### config.mk
export PLATFORM = sky130hd
export DESIGN_NAME = dram_map_calc
export DESIGN_NICKNAME = d
export VERILOG_FILES = /design/src/rtl/dmc_pkg.sv /design/src/rtl/dmc_bank_fill.sv /design/src/rtl/dmc_bank_clip.sv /design/src/rtl/dmc_window.sv /design/src/rtl/dram_map_calc.sv
export SDC_FILE = /design/constraint.sdc
export NUM_CORES = 1
export LEC_CHECK = 0
export CAP_MARGIN = 20
export CORE_MARGIN = 10
export CORE_UTILIZATION = 25
export DETAILED_ROUTE_END_ITERATION = 8
export PLACE_DENSITY_LB_ADDON = 0.12
export REMOVE_ABC_BUFFERS = 1
export SYNTH_ARGS = -nofsm -noshare
export SYNTH_HDL_FRONTEND = slang
export SYNTH_SLANG_ARGS = --single-unit
### constraint.sdc
create_clock -name clk -period 19.6 [get_ports clk]
set_input_delay 1.96 -clock clk [delete_from_list [all_inputs] [get_ports clk]]
set_output_delay 1.96 -clock clk [all_outputs]
set_load 0.02 [all_outputs]
### src/rtl/dmc_pkg.sv
// dmc_pkg: constants and the size-code decode shared by the memory map
// calculator. Assumes a 3-bit code in which the lowest two values mean absent.
package dmc_pkg;
    localparam int unsigned CODE_W       = 3;
    localparam int unsigned ABSENT_CODES = 2;
    localparam int unsigned FIELD_STRIDE = 4;
    localparam int unsigned MIN_KB       = 1024;
    localparam int unsigned NUM_SIZES    = (1 << CODE_W) - ABSENT_CODES;
    localparam int unsigned MAX_KB       = MIN_KB << (NUM_SIZES - 1);
    localparam int unsigned SZ_W         = $clog2(MAX_KB + 1);

    // Turn a size code into KB (absent codes give zero).
    function automatic logic [SZ_W-1:0] decode_kb(input logic [CODE_W-1:0] code);
        if (int'(code) < ABSENT_CODES)
            return '0;
        return SZ_W'(MIN_KB << (int'(code) - ABSENT_CODES));
    endfunction
endpackage

### src/rtl/dmc_bank_fill.sv
// dmc_bank_fill: shares an installed-memory total out across the banks in
// order. Each bank takes the largest legal size that fits in the remainder.
// Assumes the total is held steady while reset is asserted; the result is
// captured only during reset and is held after it.
module dmc_bank_fill
    import dmc_pkg::*;
#(
    parameter int unsigned NBANKS = 4,
    parameter int unsigned TOT_W  = 18
) (
    input  logic                   clk,
    input  logic                   rst_n,
    input  logic [TOT_W-1:0]       total_kb,
    output logic [NBANKS*SZ_W-1:0] bank_kb
);
    logic [NBANKS*SZ_W-1:0] fill_c;

    // Greedy walk over the banks, largest fitting size first.
    always_comb begin
        logic [TOT_W-1:0] rem;
        logic [TOT_W-1:0] pick;
        rem    = total_kb;
        fill_c = '0;
        for (int b = 0; b < NBANKS; b++) begin
            pick = '0;
            for (int k = 0; k < NUM_SIZES; k++) begin
                if (rem >= TOT_W'(MIN_KB << k))
                    pick = TOT_W'(MIN_KB << k);
            end
            fill_c[b*SZ_W +: SZ_W] = SZ_W'(pick);
            rem = rem - pick;
        end
    end

    // Capture the installed sizes while reset is held.
    always_ff @(posedge clk) begin
        if (!rst_n)
            bank_kb <= fill_c;
    end

    for (genvar g = 0; g < NBANKS; g++) begin : g_chk
        // A filled bank is zero or a single power-of-two size.
        assert_fill_legal_R8: assert property (@(posedge clk) disable iff (!rst_n)
            ($countones(bank_kb[g*SZ_W +: SZ_W]) <= 1) &&
            (bank_kb[g*SZ_W +: SZ_W] <= SZ_W'(MAX_KB)));
    end
endmodule

### src/rtl/dmc_bank_clip.sv
// dmc_bank_clip: for each bank, decodes the configured size code and clips it
// to the installed size. Purely combinational; assumes the code fields sit at
// a fixed stride of four bits.
module dmc_bank_clip
    import dmc_pkg::*;
#(
    parameter int unsigned NBANKS = 4,
    parameter int unsigned CFG_W  = 16
) (
    input  logic                   clk,
    input  logic                   rst_n,
    input  logic [CFG_W-1:0]       cfg_bytes,
    input  logic [NBANKS*SZ_W-1:0] inst_kb,
    output logic [NBANKS*SZ_W-1:0] clip_kb
);
    for (genvar g = 0; g < NBANKS; g++) begin : g_bank
        logic [CODE_W-1:0] code;
        logic [SZ_W-1:0]   dec;
        logic [SZ_W-1:0]   inst;

        // Pick out the code field and take the smaller of the two sizes.
        always_comb begin
            code = cfg_bytes[g*FIELD_STRIDE +: CODE_W];
            dec  = decode_kb(code);
            inst = inst_kb[g*SZ_W +: SZ_W];
            clip_kb[g*SZ_W +: SZ_W] = (dec < inst) ? dec : inst;
        end

        // The contribution never exceeds either size.
        assert_clip_min_R3: assert property (@(posedge clk) disable iff (!rst_n)
            (clip_kb[g*SZ_W +: SZ_W] <= inst_kb[g*SZ_W +: SZ_W]) &&
            ((cfg_bytes[g*FIELD_STRIDE +: CODE_W] > 3'd1) ||
             (clip_kb[g*SZ_W +: SZ_W] == '0)));
    end
endmodule

### src/rtl/dmc_window.sv
// dmc_window: adds up the bank contributions and, on the recalculate strobe,
// registers the total and the two window settings with a done pulse.
// Assumes the inputs are stable in the cycle the strobe is sampled.
module dmc_window
    import dmc_pkg::*;
#(
    parameter int unsigned NBANKS = 4,
    parameter int unsigned TOT_W  = 18
) (
    input  logic                   clk,
    input  logic                   rst_n,
    input  logic                   recalc,
    input  logic [NBANKS*SZ_W-1:0] clip_kb,
    output logic [TOT_W-1:0]       total_kb,
    output logic                   low_en,
    output logic                   high_en,
    output logic [TOT_W-1:0]       high_len_kb,
    output logic                   done
);
    localparam logic [TOT_W-1:0] ONE_MB = TOT_W'(MIN_KB);
    localparam logic [TOT_W-1:0] TOP_KB = TOT_W'(NBANKS * MAX_KB);

    logic [TOT_W-1:0] sum_c;

    // Add the per-bank contributions.
    always_comb begin
        sum_c = '0;
        for (int b = 0; b < NBANKS; b++)
            sum_c = sum_c + TOT_W'(clip_kb[b*SZ_W +: SZ_W]);
    end

    // Register the window settings when the strobe arrives.
    always_ff @(posedge clk) begin
        if (!rst_n) begin
            total_kb    <= '0;
            low_en      <= 1'b0;
            high_en     <= 1'b0;
            high_len_kb <= '0;
            done        <= 1'b0;
        end else begin
            done <= recalc;
            if (recalc) begin
                total_kb <= sum_c;
                if (sum_c > ONE_MB) begin
                    low_en      <= 1'b1;
                    high_en     <= 1'b1;
                    high_len_kb <= sum_c - ONE_MB;
                end else if (sum_c == ONE_MB) begin
                    low_en      <= 1'b1;
                    high_en     <= 1'b0;
                    high_len_kb <= '0;
                end else begin
                    low_en      <= 1'b0;
                    high_en     <= 1'b0;
                    high_len_kb <= '0;
                end
            end
        end
    end

    assert_done_after_strobe_R9: assert property (@(posedge clk) disable iff (!rst_n)
        recalc |=> done);
    assert_no_done_without_strobe_R9: assert property (@(posedge clk) disable iff (!rst_n)
        !recalc |=> !done);
    assert_hold_without_strobe_R9: assert property (@(posedge clk) disable iff (!rst_n)
        !$past(recalc) |-> ($stable(total_kb) && $stable(high_len_kb)));
    assert_high_needs_low_R5: assert property (@(posedge clk) disable iff (!rst_n)
        high_en |-> (low_en && (high_len_kb + ONE_MB == total_kb)));
    assert_low_only_exact_R6: assert property (@(posedge clk) disable iff (!rst_n)
        (low_en && !high_en) |-> (total_kb == ONE_MB && high_len_kb == '0));
    assert_off_below_R7: assert property (@(posedge clk) disable iff (!rst_n)
        !low_en |-> (total_kb < ONE_MB && !high_en));
    assert_no_overflow_R4: assert property (@(posedge clk) disable iff (!rst_n)
        total_kb <= TOP_KB);
endmodule

### src/rtl/dram_map_calc.sv
// dram_map_calc: top of the DRAM bank size and memory map calculator.
// Fills the installed bank sizes during reset, clips them to the configured
// sizes, and registers the window settings on the recalculate strobe.
// Assumes an even number of banks with two banks per configuration byte.
module dram_map_calc
    import dmc_pkg::*;
#(
    parameter int unsigned NBANKS = 4,
    localparam int unsigned TOT_W = $clog2(NBANKS * MAX_KB + 1),
    localparam int unsigned CFG_W = ((NBANKS + 1) / 2) * 8,
    localparam int unsigned INST_W = NBANKS * SZ_W
) (
    input  logic              clk,
    input  logic              rst_n,
    input  logic [TOT_W-1:0]  inst_total_kb,
    input  logic [CFG_W-1:0]  cfg_bytes,
    input  logic              recalc,
    output logic [INST_W-1:0] bank_inst_kb,
    output logic [TOT_W-1:0]  total_kb,
    output logic              low_en,
    output logic              high_en,
    output logic [TOT_W-1:0]  high_len_kb,
    output logic              done
);
    logic [INST_W-1:0] clip_kb;

    dmc_bank_fill #(.NBANKS(NBANKS), .TOT_W(TOT_W)) u_fill (
        .clk      (clk),
        .rst_n    (rst_n),
        .total_kb (inst_total_kb),
        .bank_kb  (bank_inst_kb)
    );

    dmc_bank_clip #(.NBANKS(NBANKS), .CFG_W(CFG_W)) u_clip (
        .clk       (clk),
        .rst_n     (rst_n),
        .cfg_bytes (cfg_bytes),
        .inst_kb   (bank_inst_kb),
        .clip_kb   (clip_kb)
    );

    dmc_window #(.NBANKS(NBANKS), .TOT_W(TOT_W)) u_win (
        .clk         (clk),
        .rst_n       (rst_n),
        .recalc      (recalc),
        .clip_kb     (clip_kb),
        .total_kb    (total_kb),
        .low_en      (low_en),
        .high_en     (high_en),
        .high_len_kb (high_len_kb),
        .done        (done)
    );
endmodule

Word level (Yosys, flattened, before mapping)
Cells that the tools add are included.

Output and inout port bits: 103. Flip-flop bits (word level): 103. Word-level logic and storage cells: 107. Input bits: 37.

$add $sub $neg: 11. Order comparisons: 33. Equality and inequality tests: 1. Reduce and logical (&&, ||, !) cells: 4. Mux-type cells: 43. Shift-type cells: 4.

Operators with widths (count): 16-bit two-way mux (15); 11-bit by 32-bit << shifter with 16-bit output, first input constant (4); 18-bit by 11-bit >= comparator with 1-bit output, second input constant (4); 18-bit by 12-bit >= comparator with 1-bit output, second input constant (4); 18-bit by 13-bit >= comparator with 1-bit output, second input constant (4); 18-bit by 14-bit >= comparator with 1-bit output, second input constant (4); 18-bit by 15-bit >= comparator with 1-bit output, second input constant (4); 18-bit by 16-bit >= comparator with 1-bit output, second input constant (4); 16-bit < comparator (4); 15-bit two-way mux (4); 14-bit two-way mux (4); 18-bit by 16-bit subtractor with 18-bit output (3); 13-bit two-way mux (4); 12-bit two-way mux (4); 11-bit two-way mux (4); 18-bit by 16-bit adder with 18-bit output (2); 18-bit by 11-bit == test with 1-bit output, second input constant (1); 18-bit by 11-bit greater-than comparator with 1-bit output, second input constant (1); 18-bit two-way mux (1); 18-bit by 11-bit subtractor with 18-bit output, second input constant (1); 16-bit by 16-bit adder with 17-bit output (1); 3-bit by 2-bit subtractor with 4-bit output, second input constant (4); 3-bit by 2-bit < comparator with 1-bit output, second input constant (4); 1-bit two-way mux (7); 4 further kinds (4).

Depth between registers and ports, before layout
Gate-level depths: netlist (run 1).

Depth after elaboration: 30. Depth in mapped cells: 31. Gate-level depth less buffers: 31.

Cells and area by module
From an unflattened synthesis (run 1), not the netlist that was laid out.

Cells, all modules: 813. Area total of the unflattened synthesis: 7404.6 um2.

Modules (own cells, without submodules): dmc_window (cells each 372, times used 1, sequential area each 780.7 um2, area an instance 3374.5 um2); dmc_bank_fill (cells each 238, times used 1, sequential area each 720.7 um2, area an instance 2242.2 um2); dmc_bank_clip (cells each 203, times used 1, sequential area each 0.0 um2, area an instance 1788.0 um2).

Worst setup path after synthesis (run 1)
Ideal clock, no wire load.

Path kind: input -> register. Start point: in inst_total_kb[16]. End point: reg u_fill.bank_kb[59], data pin. Library setup time: 175 ps. Stages on the path: 29. Slack: 10880 ps. Arrival time: 8544 ps. Required time: 19425 ps. Path buffers: 0. Cells stage by stage: nor3_1 -> inv_1 -> nor4_1 -> nand2_1 -> ha_1 -> nor2b_1 -> o31a_1 -> o21a_1 -> or3_1 -> a211o_1 -> nor3_1 -> nor4b_1 -> ha_1 -> nor2b_1 -> o21a_1 -> o21a_1 -> o31a_1 -> or3_4 -> a21oi_4 -> inv_4 -> or4_4 -> ha_1 -> nor2b_1 -> o2111ai_1 -> a32o_1 -> a311oi_1 -> a2111oi_0 -> a21oi_1 -> nor4bb_1.

Elaborated cells on any way between the ends: 46. Classes of those cells: add/sub (3); order compare (23); mux (19); reduce/logical (1).

RTL lines: start, declared (RTL line dram_map_calc.sv:15) `input logic [TOT_W-1:0] inst_total_kb,`; 18-bit by 16-bit >= comparator with 1-bit output * (RTL line dmc_bank_fill.sv:27) `if (rem >= TOT_W'(MIN_KB << k))`; 16-bit two-way mux * (RTL line dmc_bank_fill.sv:27); named net u_fill.fill_c[15] (RTL line dmc_bank_fill.sv:16) `logic [NBANKS*SZ_W-1:0] fill_c;`; 18-bit by 16-bit subtractor with 18-bit output * (RTL line dmc_bank_fill.sv:31) `rem = rem - pick;`; 18-bit by 16-bit >= comparator with 1-bit output * (RTL line dmc_bank_fill.sv:27); 16-bit two-way mux * (RTL line dmc_bank_fill.sv:27); named net u_fill.fill_c[31] (RTL line dmc_bank_fill.sv:16); 18-bit by 16-bit subtractor with 18-bit output * (RTL line dmc_bank_fill.sv:31); 18-bit by 16-bit >= comparator with 1-bit output * (RTL line dmc_bank_fill.sv:27); 16-bit two-way mux * (RTL line dmc_bank_fill.sv:27); named net u_fill.fill_c[47] (RTL line dmc_bank_fill.sv:16); 18-bit by 16-bit subtractor with 18-bit output * (RTL line dmc_bank_fill.sv:31); 18-bit by 16-bit >= comparator with 1-bit output, or another cell as far along (RTL line dmc_bank_fill.sv:27); 4-bit OR reduction (no line) or 12-bit two-way mux (tied branches); end signal, assigned (RTL line dmc_bank_fill.sv:38) `bank_kb <= fill_c;`; end, declared (RTL line dmc_bank_fill.sv:14) `output logic [NBANKS*SZ_W-1:0] bank_kb`.

The timed path passes the listed nets; every way through them passes the cells marked *. A chain may end at the register's enable or synchronous reset.

Worst setup path after layout (run 1)
Same ends and word-level chain as after synthesis.

==> out/summary.txt, run 1 <==
Area leader, netlist - edfxtp_1
Root Driver - clkbuf_16
Clock Skew - 0.00637 ns
Worst Hold Class - flop to flop
Clk_lat worst skew - 0.29 ns
Vias in the first global route - 3,860
Fraction of layout cells with a size suffix above 1 - 0.0703
Die Y-Extent - 158 um
Fmax - 98.1 MHz
Slew margin rel. - 0.397
Area delta synth->final - 18.3%
Reg2reg path depth - 22
Ys Warns - 0
# clock sinks - 43
Final hold viol count - 0
Die area - 24,900 um^2
Fin crit period - 10.19 ns
CTS tree - done
Worst Path Arrival - 10.21 ns
Kind of critical path - input port to flop
Final Worst Setup Slack - 9.41 ns
Post-synth EDFFs - 24
Min-delay src - u_win.high_en
Hold_buf cts - 0
Power Density - 81.6 nW/um^2
Total Wirelength - 11,900 um
Most frequent cell after synthesis - buf_4
Worst path slowest cell - or4_4
DIE WIDTH - 158 um
Worst slew pin tran - 0.893 ns
Syn Area/Cell - 8.69 um^2
Global route overflow - 0
Fin crit share - 0.520
RSZ-0062 raised after global routing - false
Top post-synthesis cells by count - 60 x buf_4, 58 x inv_1, 56 x ha_1
Number of buffers created by CTS - 5
Top post-synthesis cells by area - edfxtp_1 15%, ha_1 15%, buf_4 9.5%, dfxtp_1 8.0%, mux2_2 5.2%
Critical path capture point type - flop
Post-synthesis sequential area ratio - 0.232
Max cap viols - 0
Number of port buffers - 65
Net count, final - 715
Setup tns final - 0 ns
Pin count of the biggest net entering global routing - 35
Primary FF master, synth - edfxtp_1
Initial drt markers - 136
Clock Pin Slew Worst Setup and Hold Paths - 0.07 ns
DP HPWL - 10,300 um
Bufs on Longest Clock Path - 2
Req. time, crit path - 19.62 ns
Num rows - 50
Top-area cell type share of the netlist area - 0.152
IO Count - 140
Setup crit start kind - input port
Routed WL per cell - 14.1 um
Mapped Cells - 546
Initial antenna violation count - 0
Post-cts resize count - 0
Outcome - complete, no violations
Post-synth cell types - 59
Initial core utilization - 0.254
Antenna diodes - 0
Hold Path Stages - 2
Mapped Area - 4740 um^2
First-pass DRT Iterations - 4
Worst Path Max Fanout - 8
Via count - 3,720
VDD IR-drop max - 28.9 uV
Asr flop ratio synth - 0
Reg area - 1100 um^2
Area of the multi-input gates - 3160 um^2
Via density - 4.40
Routability cong. - 0.793
Core ar. - 18,700 um^2
Worst flop-to-flop path startpoint - u_fill.bank_kb[11]
Pleak - 2.62 nW
Final Max Slew Viols - 0
Flops & latches, synth - 43
Buffer count from post-CTS setup fixing - 0
Worst Setup SP - inst_total_kb[16]
First-pass GRT wire length - 19,400 um
DRC Markers - 0
Layout fillers - 1,992
Worst path max stage delay - 0.54 ns
Htree depth - 2
Overall global routing resource usage - 0.0964
Remaining antenna violation count after routing - 0
Final setup viols - 0
Worst slack at placement - 9.08 ns
area by class of cell:
type,count,share of cell area
clock buffers,7,0.0292
clock inverters,1,0.00156
well taps,234,0.0522
multi-input cells,435,0.563
repair buffers,66,0.117
inverters,60,0.0406
flip-flops and latches,43,0.196
cell families (layout without fill, tap and decap cells):
family | after synthesis | count (layout) | synth area share
xor+xnor | 19 | 19 | 0.0351
fa+ha+maj | 67 | 67 | 0.194
compound gates | 102 | 102 | 0.152
buf+inv | 127 | 134 | 0.149
other cells | 1 | 60 | 0.000791
flops | 43 | 43 | 0.232
simple gates | 155 | 155 | 0.164
mux | 32 | 32 | 0.0733
worst paths after layout:
check,endpoint,slack (ns)
worst min-delay path,u_win.high_en,0.47
worst max register to register,u_win.high_len_kb[12],13.76
worst max-delay path,u_fill.bank_kb[59],9.41
worst min register to register,u_win.high_en,0.47
worst max-delay path, delay by kind of cell:
| kind | cells | cell delay (ns) |
|---|---|---|
| AOI/OAI and AO/OA | 12 | 3.25 |
| and+or+nand+nor | 12 | 3.22 |
| adders and majority gates | 4 | 1.04 |
| buffers and inverters | 3 | 0.73 |
cell usage in the layout (no fill, tap or decap), drive strengths merged, types with 15 or more instances in the layout:
master / n
a21o: 15
dfxtp: 19
mux2: 22
a21oi: 24
nor2: 47
inv: 61
nand2: 32
edfxtp: 24
ha: 56
conb: 60
clkdlybuf4s50: 65
nor3: 27
through the flow:
| step | instance area, um^2 | hold WS (ns) | power, W | util | instances |
|---|---|---|---|---|---|
| global route | 5610 | 0.478 | 0.000496 | 0.300 | 846 |
| finish | 5610 | 0.469 | 0.000458 | 0.300 | 846 |
| floorplan | 4490 | 0.541 | 0.000291 | - | 538 |
| CTS | 5610 | 0.471 | 0.000464 | 0.300 | 846 |
| detailed placement | 5440 | 0.454 | 0.000366 | 0.291 | 838 |
| global placement | 5440 | 0.451 | 0.000362 | 0.291 | 838 |
layer usage:
metal,global-route usage,up-vias,share of wire
met4,0.0249,0,0.014
met5,0,-,0
met3,0.0176,10,0.040
li1,-,1921,-
met1,0.106,1730,0.42
met2,0.184,59,0.53
where the power goes:
part | internal [W] | leakage (nW) | switching [W] | total (W)
logic | 0.000101 | 2.15 | 0.000138 | 0.000240
registers | 0.000111 | 0.387 | 0.0000108 | 0.000122
clock network | 0.0000590 | 0.0857 | 0.0000371 | 0.0000961
total | 0.000272 | 2.62 | 0.000186 | 0.000458
state kept, by name (all words and copies together), names as in the netlist:
register and cells:
u_win.done 1, u_win.high_en 1, u_fill.bank_kb 24, u_win.low_en 1, u_win.total_kb 8, u_win.high_len_kb 8
(Power assumes the default switching activity.)
==> run 2, diff against run 1 <==
==> constraint.sdc (replaced) <==
create_clock -name clk -period 10.3 [get_ports clk]
set_input_delay 1.03 -clock clk [delete_from_list [all_inputs] [get_ports clk]]
set_output_delay 1.03 -clock clk [all_outputs]
set_load 0.02 [all_outputs]
==> out/summary.txt, run 2 (synthesis results as in run 1) <==
Outcome - complete, no violations
Total Wirelength - 11,700 um (-1.5%)
IO Count - 140 (unchanged)
Reg2reg end - u_win.high_len_kb[16]
Global route overflow - 0 (unchanged)
DRC Markers - 0 (unchanged)
Hold Path Stages - 2 (unchanged)
Number of flip-flops under the largest register name - 24 (unchanged)
Worst path bufs/invs - 3 (unchanged)
Top Family by Delay on Critical Path - simple AND/OR/NAND/NOR gates
RSZ-0062 raised after global routing - false
Top Registers - u_fill.bank_kb: 24 flops, u_win.high_len_kb: 8 flops, u_win.total_kb: 8 flops
Post-cts resize count - 0 (unchanged)
Number of buffers created by CTS - 5 (unchanged)
Worst flop-to-flop path startpoint - u_fill.bank_kb[11]
Pleak - 2.61 nW (-0.40%)
Initial drt markers - 113 (-17%)
Critical path capture point type - flop
Reg with most FFs - u_fill.bank_kb
Hold Path Sink - u_win.high_en
Final Max Slew Viols - 0 (unchanged)
Core ar. - 18,700 um^2 (unchanged)
Commonest non-fill, non-tap cell in the layout - clkdlybuf4s50_1
Antenna diodes - 0 (unchanged)
Worst Hold Class - flop to flop
Worst Path Max Fanout - 8 (unchanged)
DIE WIDTH - 158 um (unchanged)
Via density - 4.36 (-0.94%)
Net count, final - 715 (unchanged)
Clock Pin Slew Worst Setup and Hold Paths - 0.07 ns (about the same)
Vias in the first global route - 3,894 (+0.88%)
Worst path slowest cell - or4_4
Bufs on Longest Clock Path - 2 (unchanged)
First-pass DRT Iterations - 4 (unchanged)
Fraction of layout cells with a size suffix above 1 - 0.0703 (unchanged)
Die area - 24,900 um^2 (unchanged)
Number of port buffers - 65 (unchanged)
VDD IR-drop max - 67.4 uV (+130%)
Min-delay src - u_win.high_en
Remaining antenna violation count after routing - 0 (unchanged)
Fmax - 109 MHz
Initial antenna violation count - 0 (unchanged)
Kind of critical path - input port to flop
Worst path max stage delay - 0.54 ns (about the same)
Worst slew pin tran - 0.864 ns (-0.0291 ns)
Worst slack at placement - 0.801 ns (-8.28 ns)
Setup crit start kind - input port
Setup tns final - 0 ns (unchanged)
Area delta synth->final - 17.8%
Max cap viols - 0 (unchanged)
Final setup viols - 0 (unchanged)
Die Y-Extent - 158 um (unchanged)
First-pass GRT wire length - 19,000 um (-2.0%)
Crit. path cell count - 31 (unchanged)
Buffer count from post-CTS setup fixing - 0 (unchanged)
Routed WL per cell - 13.8 um (-1.5%)
CTS tree - done
Initial core utilization - 0.254 (unchanged)
Power Density - 152 nW/um^2 (+86%)
Overall global routing resource usage - 0.0947 (-0.00169)
Fin crit share - 0.888
Pin count of the biggest net entering global routing - 35 (unchanged)
R2R Setup Slk - 4.47 ns (-9.29 ns)
Final Worst Setup Slack - 1.16 ns (-8.25 ns)
Slew margin rel. - 0.416 (+0.0196)
Final hold viol count - 0 (unchanged)
Num rows - 50 (unchanged)
Fin crit period - 9.14 ns
Via count - 3,685 (-0.94%)
Hold_buf cts - 0 (unchanged)
# clock sinks - 43 (unchanged)
Worst Path Arrival - 9.16 ns (-1.05 ns)
Reg2reg path depth - 22 (unchanged)
Clk_lat worst skew - 0.29 ns (about the same)
Commonest cells after routing, fill and taps aside - 65 x clkdlybuf4s50_1, 60 x conb_1, 58 x inv_1, 56 x ha_1, 47 x nor2_1
Clock Skew - 0.00393 ns (-0.00245 ns)
Root Driver - clkbuf_16
Htree depth - 2 (unchanged)
Req. time, crit path - 10.32 ns (-9.30 ns)
DP HPWL - 10,200 um (-0.70%)
Routability cong. - 0.824 (+3.9%)
[run 2: cell types whose count changed in the layout (fill, tap and decap cells not counted)]
cell | before | now
inv_4 | 1 | 3
clkbuf_16 | 6 | 5
clkbuf_8 | 1 | 0
[run 2: per-layer routing]
layer	wire, um	vias up	global-route usage
li1	-	1912	-
met1	4790	1710	0.0991
met2	6340	54	0.187
met3	431	9	0.0174
met4	153	0	0.0245
met5	0	-	0
[run 2: where the power goes]
part | internal [W] | switching, W | total, W
Combinational | 0.000192 | 0.000259 | 0.000451
Sequential | 0.000212 | 0.0000202 | 0.000232
Clock | 0.0000912 | 0.0000733 | 0.000164
[run 2: through the flow]
step                 util  total power (W)  hold WS [ns]  cell area, um^2  std cells
global placement    0.291         0.000688         0.451             5440        838
CTS                 0.299         0.000861         0.473             5590        846
detailed placement  0.291         0.000693         0.456             5440        838
floorplan               -         0.000554         0.541             4490        538
finish              0.299         0.000848         0.467             5590        846
global route        0.299         0.000923         0.517             5590        846
[run 2: tightest hold or removal path, cell delays in order (launching register included)]
cell and delay, ns:
dfxtp_1 0.33, nor2_1 0.04, nor2_1 0.07
[run 2: how the worst max path moves through the flow]
stage | from | to | slack (ns)
6_report | inst_total_kb[16] | u_fill.bank_kb[59] | 1.16
5_1_grt | inst_total_kb[16] | u_fill.bank_kb[59] | 0.28
4_1_cts | inst_total_kb[16] | u_fill.bank_kb[59] | 1.11
3_5_place_dp | inst_total_kb[16] | u_fill.bank_kb[59] | 0.80
3_3_place_gp | inst_total_kb[16] | u_fill.bank_kb[59] | 0.82
2_1_floorplan | inst_total_kb[16] | u_fill.bank_kb[59] | 2.51
[run 2: area by class of cell]
cell class / instances / area, um^2
clock buffer: 5 / 125
clock inverter: 3 / 21.3
fill: 1985 / 13100
inverter: 60 / 228
multi-input combinational: 435 / 3160
sequential: 43 / 1100
tap: 234 / 293
timing repair buffer: 66 / 658
